[src/rtl/sdNibbleRxPkg.sv]
package sdNibbleRxPkg;

  typedef enum logic [1:0] {
    S_WAIT_START,
    S_WAIT_EDGE,
    S_RUN
  } rxState_t;

  // Strobes from control to datapath
  typedef struct packed {
    logic sample;   // capture one nibble this cycle
    logic clear;    // drop packer contents
  } rxStrobe_t;

endpackage

[src/rtl/sdRxSync.sv]
module sdRxSync #(
  parameter int WIDTH  = 5,
  parameter int STAGES = 2
) (
  input  logic             clk,
  input  logic             rstN,
  input  logic [WIDTH-1:0] din,
  output logic [WIDTH-1:0] dout
);

  logic [WIDTH-1:0] stageQ [STAGES];

  // Reset to all ones: lines idle high, and no false clock edge appears after reset
  always_ff @(posedge clk or negedge rstN) begin
    if (!rstN) begin
      for (int i = 0; i < STAGES; i++) stageQ[i] <= '1;
    end else begin
      stageQ[0] <= din;
      for (int i = 1; i < STAGES; i++) stageQ[i] <= stageQ[i-1];
    end
  end

  assign dout = stageQ[STAGES-1];

endmodule

[src/rtl/sdRxDatapath.sv]
module sdRxDatapath
  import sdNibbleRxPkg::*;
#(
  parameter int LANES  = 4,
  parameter int WORD_W = 32
) (
  input  logic              clk,
  input  logic              rstN,
  input  logic              syncClk,
  input  logic [LANES-1:0]  syncDat,
  input  rxStrobe_t         strobe,
  output logic              datLine0,
  output logic              clkRise,
  output logic              wordLast,
  output logic              wordValid,
  output logic [WORD_W-1:0] wordData
);

  localparam int NIB_PER_WORD = WORD_W / LANES;
  localparam int PHASE_W = (NIB_PER_WORD > 1) ? $clog2(NIB_PER_WORD) : 1;
  localparam logic [PHASE_W-1:0] LAST_PHASE = PHASE_W'(NIB_PER_WORD - 1);

  logic                clkPrev;
  logic [WORD_W-1:0]   shiftReg;
  logic [PHASE_W-1:0]  phase;
  logic [WORD_W-1:0]   nextWord;

  assign datLine0 = syncDat[0];
  assign clkRise  = syncClk & ~clkPrev;
  assign wordLast = (phase == LAST_PHASE);
  assign nextWord = {shiftReg[WORD_W-LANES-1:0], syncDat};

  always_ff @(posedge clk or negedge rstN) begin
    if (!rstN) clkPrev <= 1'b1;
    else       clkPrev <= syncClk;
  end

  always_ff @(posedge clk or negedge rstN) begin
    if (!rstN) begin
      shiftReg  <= '0;
      phase     <= '0;
      wordValid <= 1'b0;
      wordData  <= '0;
    end else if (strobe.clear) begin
      shiftReg  <= '0;
      phase     <= '0;
      wordValid <= 1'b0;
    end else begin
      wordValid <= 1'b0;
      if (strobe.sample) begin
        shiftReg <= nextWord;
        if (wordLast) begin
          phase     <= '0;
          wordData  <= nextWord;
          wordValid <= 1'b1;
        end else begin
          phase <= phase + PHASE_W'(1);
        end
      end
    end
  end

  // A push is always the result of a sample in the previous cycle
  assert_push_follows_sample_R5: assert property (@(posedge clk) disable iff (!rstN)
    wordValid |-> $past(strobe.sample));

endmodule

[src/rtl/sdRxControl.sv]
module sdRxControl
  import sdNibbleRxPkg::*;
#(
  parameter int DIV_W = 8,
  parameter int CNT_W = 12
) (
  input  logic             clk,
  input  logic             rstN,
  input  logic             rxEnable,
  input  logic [DIV_W-1:0] clkDiv,
  input  logic [CNT_W-1:0] nibbleCount,
  input  logic             fifoFull,
  input  logic             datLine0,
  input  logic             clkRise,
  input  logic             wordLast,
  output rxStrobe_t        strobe,
  output logic             overrun
);

  localparam logic [DIV_W-1:0] MIN_DIV = DIV_W'(2);

  rxState_t         state;
  logic [DIV_W-1:0] waitCnt;
  logic [DIV_W-1:0] effDiv;
  logic [DIV_W-1:0] reload;
  logic [CNT_W-1:0] remaining;
  logic             sampleDue;
  logic             stallNow;

  assign effDiv    = (clkDiv < MIN_DIV) ? MIN_DIV : clkDiv;
  assign reload    = effDiv - DIV_W'(1);
  assign sampleDue = rxEnable && (state == S_RUN) && (waitCnt == '0);
  assign stallNow  = sampleDue && wordLast && fifoFull;

  always_comb begin
    strobe.sample = sampleDue && !stallNow;
    strobe.clear  = !rxEnable;
  end

  always_ff @(posedge clk or negedge rstN) begin
    if (!rstN) begin
      state     <= S_WAIT_START;
      waitCnt   <= '0;
      remaining <= '0;
      overrun   <= 1'b0;
    end else if (!rxEnable) begin
      state     <= S_WAIT_START;
      waitCnt   <= '0;
      remaining <= '0;
      overrun   <= 1'b0;
    end else begin
      case (state)
        S_WAIT_START: begin
          remaining <= nibbleCount;
          if (!datLine0) state <= S_WAIT_EDGE;
        end
        S_WAIT_EDGE: begin
          if (clkRise) begin
            waitCnt <= reload;
            state   <= S_RUN;
          end
        end
        S_RUN: begin
          if (waitCnt != '0) begin
            waitCnt <= waitCnt - DIV_W'(1);
          end else if (stallNow) begin
            overrun <= 1'b1;
          end else begin
            waitCnt <= reload;
            if (remaining == '0) state <= S_WAIT_START;
            else                 remaining <= remaining - CNT_W'(1);
          end
        end
        default: state <= S_WAIT_START;
      endcase
    end
  end

  // Samples are at least two system clocks apart
  assert_sample_gap_R3: assert property (@(posedge clk) disable iff (!rstN)
    strobe.sample |=> !strobe.sample);

  // Overrun holds while enabled
  assert_overrun_sticky_R8: assert property (@(posedge clk) disable iff (!rstN)
    (overrun && rxEnable) |=> overrun);

  // Disable leaves the receiver idle in the next cycle
  assert_disable_idle_R9: assert property (@(posedge clk) disable iff (!rstN)
    !rxEnable |=> !strobe.sample);

  // Waiting for a start bit never leads straight into a sample
  assert_start_first_R2: assert property (@(posedge clk) disable iff (!rstN)
    (state == S_WAIT_START) |=> !strobe.sample);

endmodule

[src/rtl/sdNibbleRx.sv]
module sdNibbleRx
  import sdNibbleRxPkg::*;
#(
  parameter int LANES  = 4,
  parameter int WORD_W = 32,
  parameter int DIV_W  = 8,
  parameter int CNT_W  = 12
) (
  input  logic              clk,
  input  logic              rstN,
  input  logic              rxEnable,
  input  logic [DIV_W-1:0]  clkDiv,
  input  logic [CNT_W-1:0]  nibbleCount,
  input  logic              sdClk,
  input  logic [LANES-1:0]  sdDat,
  input  logic              fifoFull,
  output logic              wordValid,
  output logic [WORD_W-1:0] wordData,
  output logic              overrun
);

  localparam int BUS_W = LANES + 1;

  logic [BUS_W-1:0] syncBus;
  rxStrobe_t        strobe;
  logic             datLine0;
  logic             clkRise;
  logic             wordLast;

  sdRxSync #(.WIDTH(BUS_W), .STAGES(2)) sync_i (
    .clk  (clk),
    .rstN (rstN),
    .din  ({sdClk, sdDat}),
    .dout (syncBus)
  );

  sdRxDatapath #(.LANES(LANES), .WORD_W(WORD_W)) dp_i (
    .clk       (clk),
    .rstN      (rstN),
    .syncClk   (syncBus[LANES]),
    .syncDat   (syncBus[LANES-1:0]),
    .strobe    (strobe),
    .datLine0  (datLine0),
    .clkRise   (clkRise),
    .wordLast  (wordLast),
    .wordValid (wordValid),
    .wordData  (wordData)
  );

  sdRxControl #(.DIV_W(DIV_W), .CNT_W(CNT_W)) ctl_i (
    .clk         (clk),
    .rstN        (rstN),
    .rxEnable    (rxEnable),
    .clkDiv      (clkDiv),
    .nibbleCount (nibbleCount),
    .fifoFull    (fifoFull),
    .datLine0    (datLine0),
    .clkRise     (clkRise),
    .wordLast    (wordLast),
    .strobe      (strobe),
    .overrun     (overrun)
  );

  // No word is pushed into a FIFO that was full at the decision edge
  assert_no_push_full_R8: assert property (@(posedge clk) disable iff (!rstN)
    wordValid |-> $past(!fifoFull));

endmodule

[config.mk]
export PLATFORM = sky130hd
export DESIGN_NAME = sdNibbleRx
export DESIGN_NICKNAME = d
export VERILOG_FILES = /design/src/rtl/sdNibbleRxPkg.sv /design/src/rtl/sdRxSync.sv /design/src/rtl/sdRxDatapath.sv /design/src/rtl/sdRxControl.sv /design/src/rtl/sdNibbleRx.sv
export SDC_FILE = /design/constraint.sdc
export NUM_CORES = 1
export LEC_CHECK = 0
export BUFFER_PORTS_ARGS = -buffer_cell sky130_fd_sc_hd__buf_2
export CORE_MARGIN = 8
export CORE_UTILIZATION = 60
export DETAILED_ROUTE_END_ITERATION = 7
export GPL_ROUTABILITY_DRIVEN = 0
export PLACE_DENSITY_LB_ADDON = 0.3
export SLEW_MARGIN = 30
export SYNTH_ARGS = -nofsm -noshare
export SYNTH_HDL_FRONTEND = slang
export SYNTH_SLANG_ARGS = --single-unit
[constraint.sdc]
create_clock -name clk -period 3.57 [get_ports clk]
set_input_delay 0.5355 -clock clk [delete_from_list [all_inputs] [get_ports clk]]
set_output_delay 0.5355 -clock clk [all_outputs]
set_load 0.01 [all_outputs]
# ---- Yosys cells after proc, flatten, opt, wreduce, memory -nomap -nowiden
# Cells that the tools add are included.
dict set report classes {
  shift 0
  n_mux 30
  n_lt_le_gt_ge 1
  n_bitwise 2
  multipliers 0
  n_div 0
  n_addsub 4
  reduce_logical 15
  eq_ne 16
}
# op count
set op_table {}
lappend op_table {{$mux 28} 2}
lappend op_table {{$mux 12} 4}
lappend op_table {{$mux 8} 5}
lappend op_table {{$pmux 12 s2} 1}
lappend op_table {{$ne 3x3->1 const B} 6}
lappend op_table {{$pmux 8 s2} 1}
lappend op_table {{$sub 8x1->8 const B} 2}
lappend op_table {{$logic_not 12->1} 1}
lappend op_table {{$mux 2} 6}
lappend op_table {{$sub 12x1->12 const B} 1}
lappend op_table {{$mux 3} 3}
lappend op_table {{$reduce_and 3->1} 3}
lappend op_table {{$logic_not 8->1} 1}
lappend op_table {{$lt 8x2->1 const B} 1}
lappend op_table {{$reduce_bool 8->1} 1}
lappend op_table {{$mux 1} 7}
lappend op_table {{$ne 2x1->1 const B} 3}
lappend op_table {{$ne 3x1->1 const B} 2}
lappend op_table {{$pmux 2 s3} 1}
lappend op_table {{$logic_and 1x1->1} 5}
lappend op_table {{$reduce_and 5->1} 1}
lappend op_table {{$ne 4x4->1 const B} 1}
lappend op_table {{$reduce_and 4->1} 1}
lappend op_table {{$add 3x1->3 const B} 1}
lappend op_table {{8 further kinds} 8}
dict set report totals {
  latch_bits 0
  mem_bits_rw 0
  output_inout_bits 34
  ff_bits 98
  romBits 0
  mem_count 0
  in_bits 29
  word_cells 79
}

# ---- Depth between registers and ports, before layout
# Gate-level depths: netlist of the first run.
dict set report logic_depth {
  depth_word 9
  mapped_depth 9
  depth_no_buf 9
}

# ---- Cells and area by module
# A second synthesis of the first run with hierarchy kept.
dict set report hier_totals {
  cells_unflattened 405
  hier_area_um2 4690.7
}
# mod cells_per_inst area_per_inst_um2 seq_area_each_um2 instances
set by_module_without_submodules {}
lappend by_module_without_submodules {sdRxDatapath 176 2665.1 1627.8 1}
lappend by_module_without_submodules {sdRxControl 214 1725.4 575.6 1}
lappend by_module_without_submodules {sdRxSync 15 300.3 262.8 1}

# ---- Least setup slack after synthesis of the first run
# OpenSTA, ideal clock, no wires.
dict set report synth_path {
  path_type {register to register}
  startpoint {reg ctl_i.waitCnt[0]}
  endpoint {reg dp_i.wordData[10]}
  path_stages_with_launch 9
  synth_period_minus_slack_ns 2.265
  t_required_ns 3.445
  path_buffers 2
  setup_ns 0.125
  arrival_time_ns 2.140
  path_slack_ns 1.305
  cell_sequence {dfrtp_1 -> inv_1 -> ha_1 -> nor3b_2 -> nand4_4 -> or3b_1 -> buf_6 -> buf_6 -> mux2_4}
}
dict set report synth_between {
  elab_chain_cells 7
}
# item line_no
set synth_lines {}
lappend synth_lines {{start: declaration} sdRxControl.sv:23} ;# logic [DIV_W-1:0] waitCnt;
lappend synth_lines {{start signal: assignment} sdRxControl.sv:59} ;# waitCnt <= reload;
lappend synth_lines {{start signal: assignment} sdRxControl.sv:65} ;# waitCnt <= waitCnt - DIV_W'(1);
lappend synth_lines {{start signal: assignment} sdRxControl.sv:69} ;# waitCnt <= reload;
lappend synth_lines {{$logic_not 8->1 *} sdRxControl.sv:32} ;# assign sampleDue = rxEnable && (state == S_RUN) && (waitCnt == '0);
lappend synth_lines {{$logic_and 1x1->1 *} sdRxControl.sv:32}
lappend synth_lines {{$logic_and 1x1->1 (2 in a row)} sdRxControl.sv:33} ;# assign stallNow = sampleDue && wordLast && fifoFull;
lappend synth_lines {{$logic_not 1->1} sdRxControl.sv:36} ;# strobe.sample = sampleDue && !stallNow;
lappend synth_lines {{$logic_and 1x1->1 *} sdRxControl.sv:36}
lappend synth_lines {{$reduce_and 3->1 (no line) *} n/a}
lappend synth_lines {{end signal: assignment} sdRxDatapath.sv:54} ;# wordData <= nextWord;
lappend synth_lines {{end: declaration} sdRxDatapath.sv:16} ;# output logic [WORD_W-1:0] wordData
# Mark *: on every way between the ends. The rest lies on a longest branch, timed or not.
# A chain may end at the register's enable or synchronous reset.

# ---- Final worst setup path of the first run
dict set report layout_path {
  startpoint {reg ctl_i.waitCnt[0]}
  endpoint {reg dp_i.wordData[7]}
}
# Same word-level chain as after synthesis.

==> summary.txt, run 1 <==
Max clock buf depth: 2
Worst path cell trace: inv_1 -> ha_1 -> nor3b_2 -> nand4_4 -> or3b_4 -> mux2_4
Area Overhead vs Synth: 12.4%
Fill cell total of the finished layout: 559
Worst EP required: 3.81 ns
Post-synth EDFFs: 0
Flops & latches, synth: 98
Syn Area/Cell: 10.8 µm²
Least-Margin Pin Slew: 0.784 ns
Sequential share of the synthesized area: 0.541
Sequential cell area: 2470 µm²
RSZ-0062 raised after global routing: false
Sw frac: 0.279
Clock skew: 0.0153 ns
Yosys top cell area share: 0.478
Final setup viols: 0
Pwr dens: 406 nW/µm²
Mapped Cells: 421
Cell Rows: 31
Worst reg2reg path depth: 6
Internal power: 1500 µW
Crit path kind: flip-flop to flip-flop
Worst EP arrival: 2.82 ns
CTS clk-pin slew, worst paths: 0.11 ns
Hold/Removal Path Class: input pin to asynchronous set/reset pin
Cts repair resizes: 0
ANT cells: 0
Share of layout cells above drive strength 1: 0.291
Fmax: 0.388 GHz
Hold_buf cts: 0
Vias per cell: 5.79
Worst-path maximum fanout: 34
Synth cell types: 61
DRT iter0 DRCs: 168
First-pass DRT Iterations: 4
Setup TNS: 0 ns
CTS tree: built
# DRC: 0
WHS: 0.192 ns
YS warnings: 0
Via count: 3,381
Slew Viols, Final: 0
R2R Setup Slk: 0.99 ns
R2r endpoint: dp_i.wordData[7]
Critical Path Source Type: flip-flop
Tot GR Track Use: 0.190
Clock sink count: 98
Antenna-violating nets left: 0
Clk_lat worst skew: 0.36 ns
Worst path slowest cell: or3b_4
Reg2reg start: ctl_i.waitCnt[0]
Sequential share of power: 0.567
DP HPWL: 6620 µm
Comb pwr share: 0.113
Clock share of power: 0.320
Die height: 103 µm
WL/cell: 16.1 µm
Delay-heaviest family, CP: simple AND/OR/NAND/NOR gates
Outcome: finished clean
Most used DFF post-synth: dfrtp_1
Worst vdd ir: 0.296 mV
Fin crit period: 2.58 ns
Multi-input gate area: 1950 µm²
Core area: 7290 µm²
Asr flop ratio synth: 1.00
Global route overflow: 0
Initial antenna violation count: 0
Setup Buffers After CTS: 0
Largest net degree at the start of global routing: 54
Starting Density: 0.625
Top area cells in the synthesized netlist: dfrtp_1, mux2_4, dfstp_2, nand2_1, a21oi_1
Crit path depth: 6
Cell taking the most area after synthesis: dfrtp_1
# H-tree levels: 3
Synthesized cell area: 4560 µm²
Die Area: 10,600 µm²
Final WL: 9400 µm
First-pass GRT wire length: 15,900 µm
Crit end category: flip-flop
Syn nets: 456
Static Leakage: 0.00256 µW
Crit path largest cell delay: 0.67 ns
Clock root cell: clkbuf_8
Overall Power: 2080 µW
Rel. slew slack: 0.473
I/O pin count: 63
Num CTS Buffers: 9
WP buf/inv: 1
Max-capacitance violation count: 0
Switching power: 580 µW
Endpoints failing hold: 0
Port bufs: 62
Vias in the first global route: 3,332
Final nets: 515
Final period util: 0.722
Die X: 103 µm
cells by family after synthesis:
group,after synthesis,share of synthesized area
AO/OA/AOI/OAI,91,0.124
buffers and inverters,30,0.0338
XOR/XNOR,3,0.00577
multiplexers,34,0.105
AND/OR/NAND/NOR,159,0.174
adder cells (fa/ha/maj),6,0.0165
flip-flops,98,0.541
area by class of cell:
cell class,instances,area share
Clock buffer,9,0.0242
Multi-Input combinational cell,293,0.380
Tap cell,99,0.0242
Sequential cell,98,0.481
Timing Repair Buffer,69,0.0713
Inverter,9,0.00659
Clock inverter,7,0.0125
Yosys cell counts, types with 2 or more instances:
master    count
nor2b_1       2
buf_6         5
a21oi_1      30
o32ai_1       2
mux2_2        4
o21ai_1       3
mux2i_1       3
o31ai_1       3
buf_2         2
o22ai_1       6
nor2_1       19
nor3_1       11
nand4_1       2
o211ai_1      4
dfstp_2      11
ha_1          6
nand4b_1      2
nor3b_1       3
a32o_1        4
a21boi_0      2
dfrtp_1      87
buf_1         2
nand3_1      19
and4b_1       2
nor4_1        4
clkbuf_1     11
inv_1         8
xor2_1        2
nand2_1      76
mux2_4       27
nand2b_1      4
o21a_1        2
or3_1         2
o21ai_0      24
how the worst max path moves through the flow:
stage	startpoint	to	slack (ns)
floorplan	ctl_i.waitCnt[0]	dp_i.wordData[10]	1.30
global placement	ctl_i.waitCnt[0]	dp_i.wordData[25]	0.82
detailed placement	ctl_i.waitCnt[0]	dp_i.wordData[8]	1.05
CTS	ctl_i.waitCnt[0]	dp_i.wordData[7]	1.02
global route	ctl_i.waitCnt[0]	dp_i.wordData[7]	0.85
finish	ctl_i.waitCnt[0]	dp_i.wordData[7]	0.99
per-stage QoR:
stage                util  cells  setup WS (ns)  instance area, µm²
floorplan               -    421           1.30                4560
global placement    0.676    568          0.820                4930
detailed placement  0.677    568           1.05                4940
CTS                 0.703    584           1.02                5120
global route        0.703    584          0.847                5120
finish              0.703    584          0.993                5120
cells in the final DEF (no fill, tap or decap), types with 8 or more instances in the layout:
cell type  instances
clkbuf_8           9
a21oi_1           29
nor2_1            19
nand3_1           19
dfrtp_1           87
mux2_4            27
o21ai_0           24
nand2_1           76
nor3_1            11
buf_4              8
inv_1              8
dfstp_2           11
buf_2             61
power by group through the flow:
stage	Combinational, µW	Clock [µW]	Sequential (µW)
4_1_cts	236	682	1180
3_5_place_dp	235	0	1200
3_3_place_gp	228	0	1200
5_1_grt	269	733	1180
2_1_floorplan	156	0	1190
6_report	236	667	1180
per-layer routing:
metal	wire [µm]	track usage
met2	4570	0.300
met1	4070	0.252
met4	146	0.0723
met3	615	0.0392
met5	0	0
registers in the layout, summed over array words and instances, names as in the netlist, 2 cells and up:
name	flops
ctl_i.state	2
ctl_i.waitCnt	8
dp_i.shiftReg	28
dp_i.phase	3
sync_i.stageQ	5
ctl_i.remaining	12
sync_i.dout	5
dp_i.wordData	32
Note: power is estimated with default switching activity, not from simulation.
==> inputs of run 2 (changes only) <==
--- a/config.mk
+++ b/config.mk
@@ -7,7 +7,7 @@
 export LEC_CHECK = 0
 export BUFFER_PORTS_ARGS = -buffer_cell sky130_fd_sc_hd__buf_2
 export CORE_MARGIN = 8
-export CORE_UTILIZATION = 60
+export CORE_UTILIZATION = 57
 export DETAILED_ROUTE_END_ITERATION = 7
 export GPL_ROUTABILITY_DRIVEN = 0
 export PLACE_DENSITY_LB_ADDON = 0.3
==> constraint.sdc (replaced) <==
create_clock -name clk -period 2.55 [get_ports clk]
set_input_delay 0.3825 -clock clk [delete_from_list [all_inputs] [get_ports clk]]
set_output_delay 0.3825 -clock clk [all_outputs]
set_load 0.01 [all_outputs]
==> run 2 against run 1 <==
  * Total power rose by 43%
  * First-iteration DRC count shrank 22%
  * Sequential cell count did not move
  * Critical path depth grew 2
  * Worst hold slack worse by 0.077 ns
  * Fmax up 12%
  * Highest routed layer unchanged
==> summary.txt, run 2 (synthesized netlist as in run 1, its figures left out) <==
Outcome: finished clean
Critical Path Source Type: flip-flop
Initial antenna violation count: 0 (unchanged)
Core area: 7730 µm² (+6.0%)
Max clock buf depth: 2 (unchanged)
Worst reg2reg path depth: 8 (+2)
Setup Buffers After CTS: 0 (unchanged)
Worst EP required: 2.79 ns (-1.02 ns)
I/O pin count: 63 (unchanged)
Endpoints failing hold: 0 (unchanged)
RSZ-0062 raised after global routing: false
Worst hold path endpoint: sync_i.stageQ[8]
Vias in the first global route: 3,432 (+3.0%)
Final period util: 0.905 (+0.183)
Hold/Removal Path Class: input pin to flip-flop
Clock sink count: 98 (unchanged)
Worst setup path start: ctl_i.waitCnt[0]
Die height: 105 µm (+2.2%)
Die X: 105 µm (+2.2%)
Reg2reg start: ctl_i.waitCnt[0]
Final nets: 523 (+1.6%)
Largest net degree at the start of global routing: 45 (-17%)
Reg with most FFs: dp_i.wordData
WL/cell: 15.9 µm (-1.2%)
Antenna-violating nets left: 0 (unchanged)
Slew Viols, Final: 0 (unchanged)
CTS tree: built
Global route overflow: 0 (unchanged)
First-pass GRT wire length: 16,100 µm (+1.1%)
DP HPWL: 6710 µm (+1.5%)
DRT iter0 DRCs: 131 (-22%)
Pwr dens: 571 nW/µm² (+41%)
Worst vdd ir: 0.327 mV (+11%)
Final setup viols: 0 (unchanged)
Largest register FFs: 32 (unchanged)
Multi-input gate area: 1940 µm² (-0.26%)
First-pass DRT Iterations: 4 (unchanged)
Setup TNS: 0 ns (unchanged)
Die Area: 11,100 µm² (+4.4%)
Min-delay src: sdDat[3]
R2r endpoint: ctl_i.remaining[4]
Cell Rows: 32 (+3.2%)
Fill cell total of the finished layout: 603 (+7.9%)
Crit path kind: flip-flop to flip-flop
Tot GR Track Use: 0.174 (-0.0157)
Num CTS Buffers: 9 (unchanged)
Vias per cell: 5.70 (-1.6%)
# H-tree levels: 3 (unchanged)
Area Overhead vs Synth: 14.5%
Worst EP arrival: 2.55 ns (-0.27 ns)
Clock skew: 0.0134 ns (-0.00194 ns)
Starting Density: 0.590 (-0.0352)
Most common cell after layout, fill and taps aside: dfrtp_1
Via count: 3,391 (+0.30%)
ANT cells: 0 (unchanged)
# DRC: 0 (unchanged)
Least-Margin Pin Slew: 0.576 ns (-0.208 ns)
Crit end category: flip-flop
Share of layout cells above drive strength 1: 0.298 (+0.00745)
Fin crit period: 2.31 ns (-0.270 ns)
Fin util: 0.675 (-0.0274)
Largest registers: dp_i.wordData (32), dp_i.shiftReg (28), ctl_i.remaining (12)
Sequential cell area: 2470 µm² (unchanged)
Clk_lat worst skew: 0.36 ns (about the same)
Final WL: 9460 µm (+0.63%)
Port bufs: 62 (unchanged)
R2R Setup Slk: 0.24 ns (-0.75 ns)
Fmax: 0.433 GHz (+12%)
Most frequent cells in the layout: dfrtp_1, nand2_1, buf_2, a21oi_1, mux2_4
CTS clk-pin slew, worst paths: 0.09 ns (-0.02 ns)
Rel. slew slack: 0.613 (+0.140)
Worst-path maximum fanout: 8 (-76%)
Clock root cell: clkbuf_8
Max-capacitance violation count: 0 (unchanged)
Static Leakage: 0.00261 µW (+2.1%)
Hold Path Cell Cnt: 1
==> run 2: how the worst max path moves through the flow <==
| stage | slack (ns) | cells past startpoint | end |
|---|---|---|---|
| 3_5_place_dp | 0.16 | 10 | ctl_i.waitCnt[6] |
| 3_3_place_gp | 0.25 | 10 | ctl_i.waitCnt[6] |
| 6_report | 0.24 | 8 | ctl_i.remaining[4] |
| 2_1_floorplan | 0.28 | 8 | dp_i.wordData[10] |
| 5_1_grt | 0.04 | 8 | ctl_i.remaining[4] |
| 4_1_cts | 0.26 | 8 | ctl_i.remaining[4] |
==> run 2: final cells by class <==
type	instances	area share
Clock buffer	10	0.0264
Clock inverter	6	0.0110
Inverter	9	0.00647
Multi-Input combinational cell	293	0.372
Sequential cell	98	0.473
Tap cell	102	0.0245
Timing Repair Buffer	77	0.0868
==> run 2: power breakdown <==
part           total (µW)  switching [µW]  internal (µW)  leakage (µW)
Clock                 969             565            404      0.000101
Sequential           1650            46.5           1600       0.00131
Combinational         359             212            147       0.00120
Total                2980             824           2160       0.00261
==> run 2: critical path, cell delays in order, from the launching register on <==
cell	delay (ns)
dfrtp_1	0.40
inv_1	0.12
ha_1	0.16
nor3b_2	0.26
buf_4	0.21
nand4b_1	0.12
o21ai_1	0.46
o21ai_0	0.18
a32o_1	0.29
==> run 2: routing by layer <==
| metal | vias up | wire, µm | global-route usage |
|---|---|---|---|
| li1 | 1626 | - | - |
| met1 | 1689 | 4130 | 0.206 |
| met2 | 72 | 4850 | 0.300 |
| met3 | 4 | 438 | 0.0536 |
| met4 | 0 | 41 | 0.0459 |
| met5 | - | 0 | 0 |
==> run 2: per-stage QoR <==
step | instance area (µm²) | total power [µW] | std cells | setup slack, ns | hold WS (ns)
6_report | 5220 | 2980 | 595 | 0.243 | 0.116
5_1_grt | 5220 | 3120 | 595 | 0.0357 | 0.0819
4_1_cts | 5220 | 3000 | 595 | 0.262 | 0.0956
3_5_place_dp | 5010 | 2040 | 578 | 0.157 | 0.327
3_3_place_gp | 5010 | 2020 | 578 | 0.253 | 0.320
2_1_floorplan | 4560 | 1890 | 421 | 0.285 | 0.0869
==> run 2: repair_timing <==
action	in CTS	in global routing
hold endpoints to repair	27	0
resized for setup	0	0
hold buffers	1	0
endpoints found under the setup margin	0	0
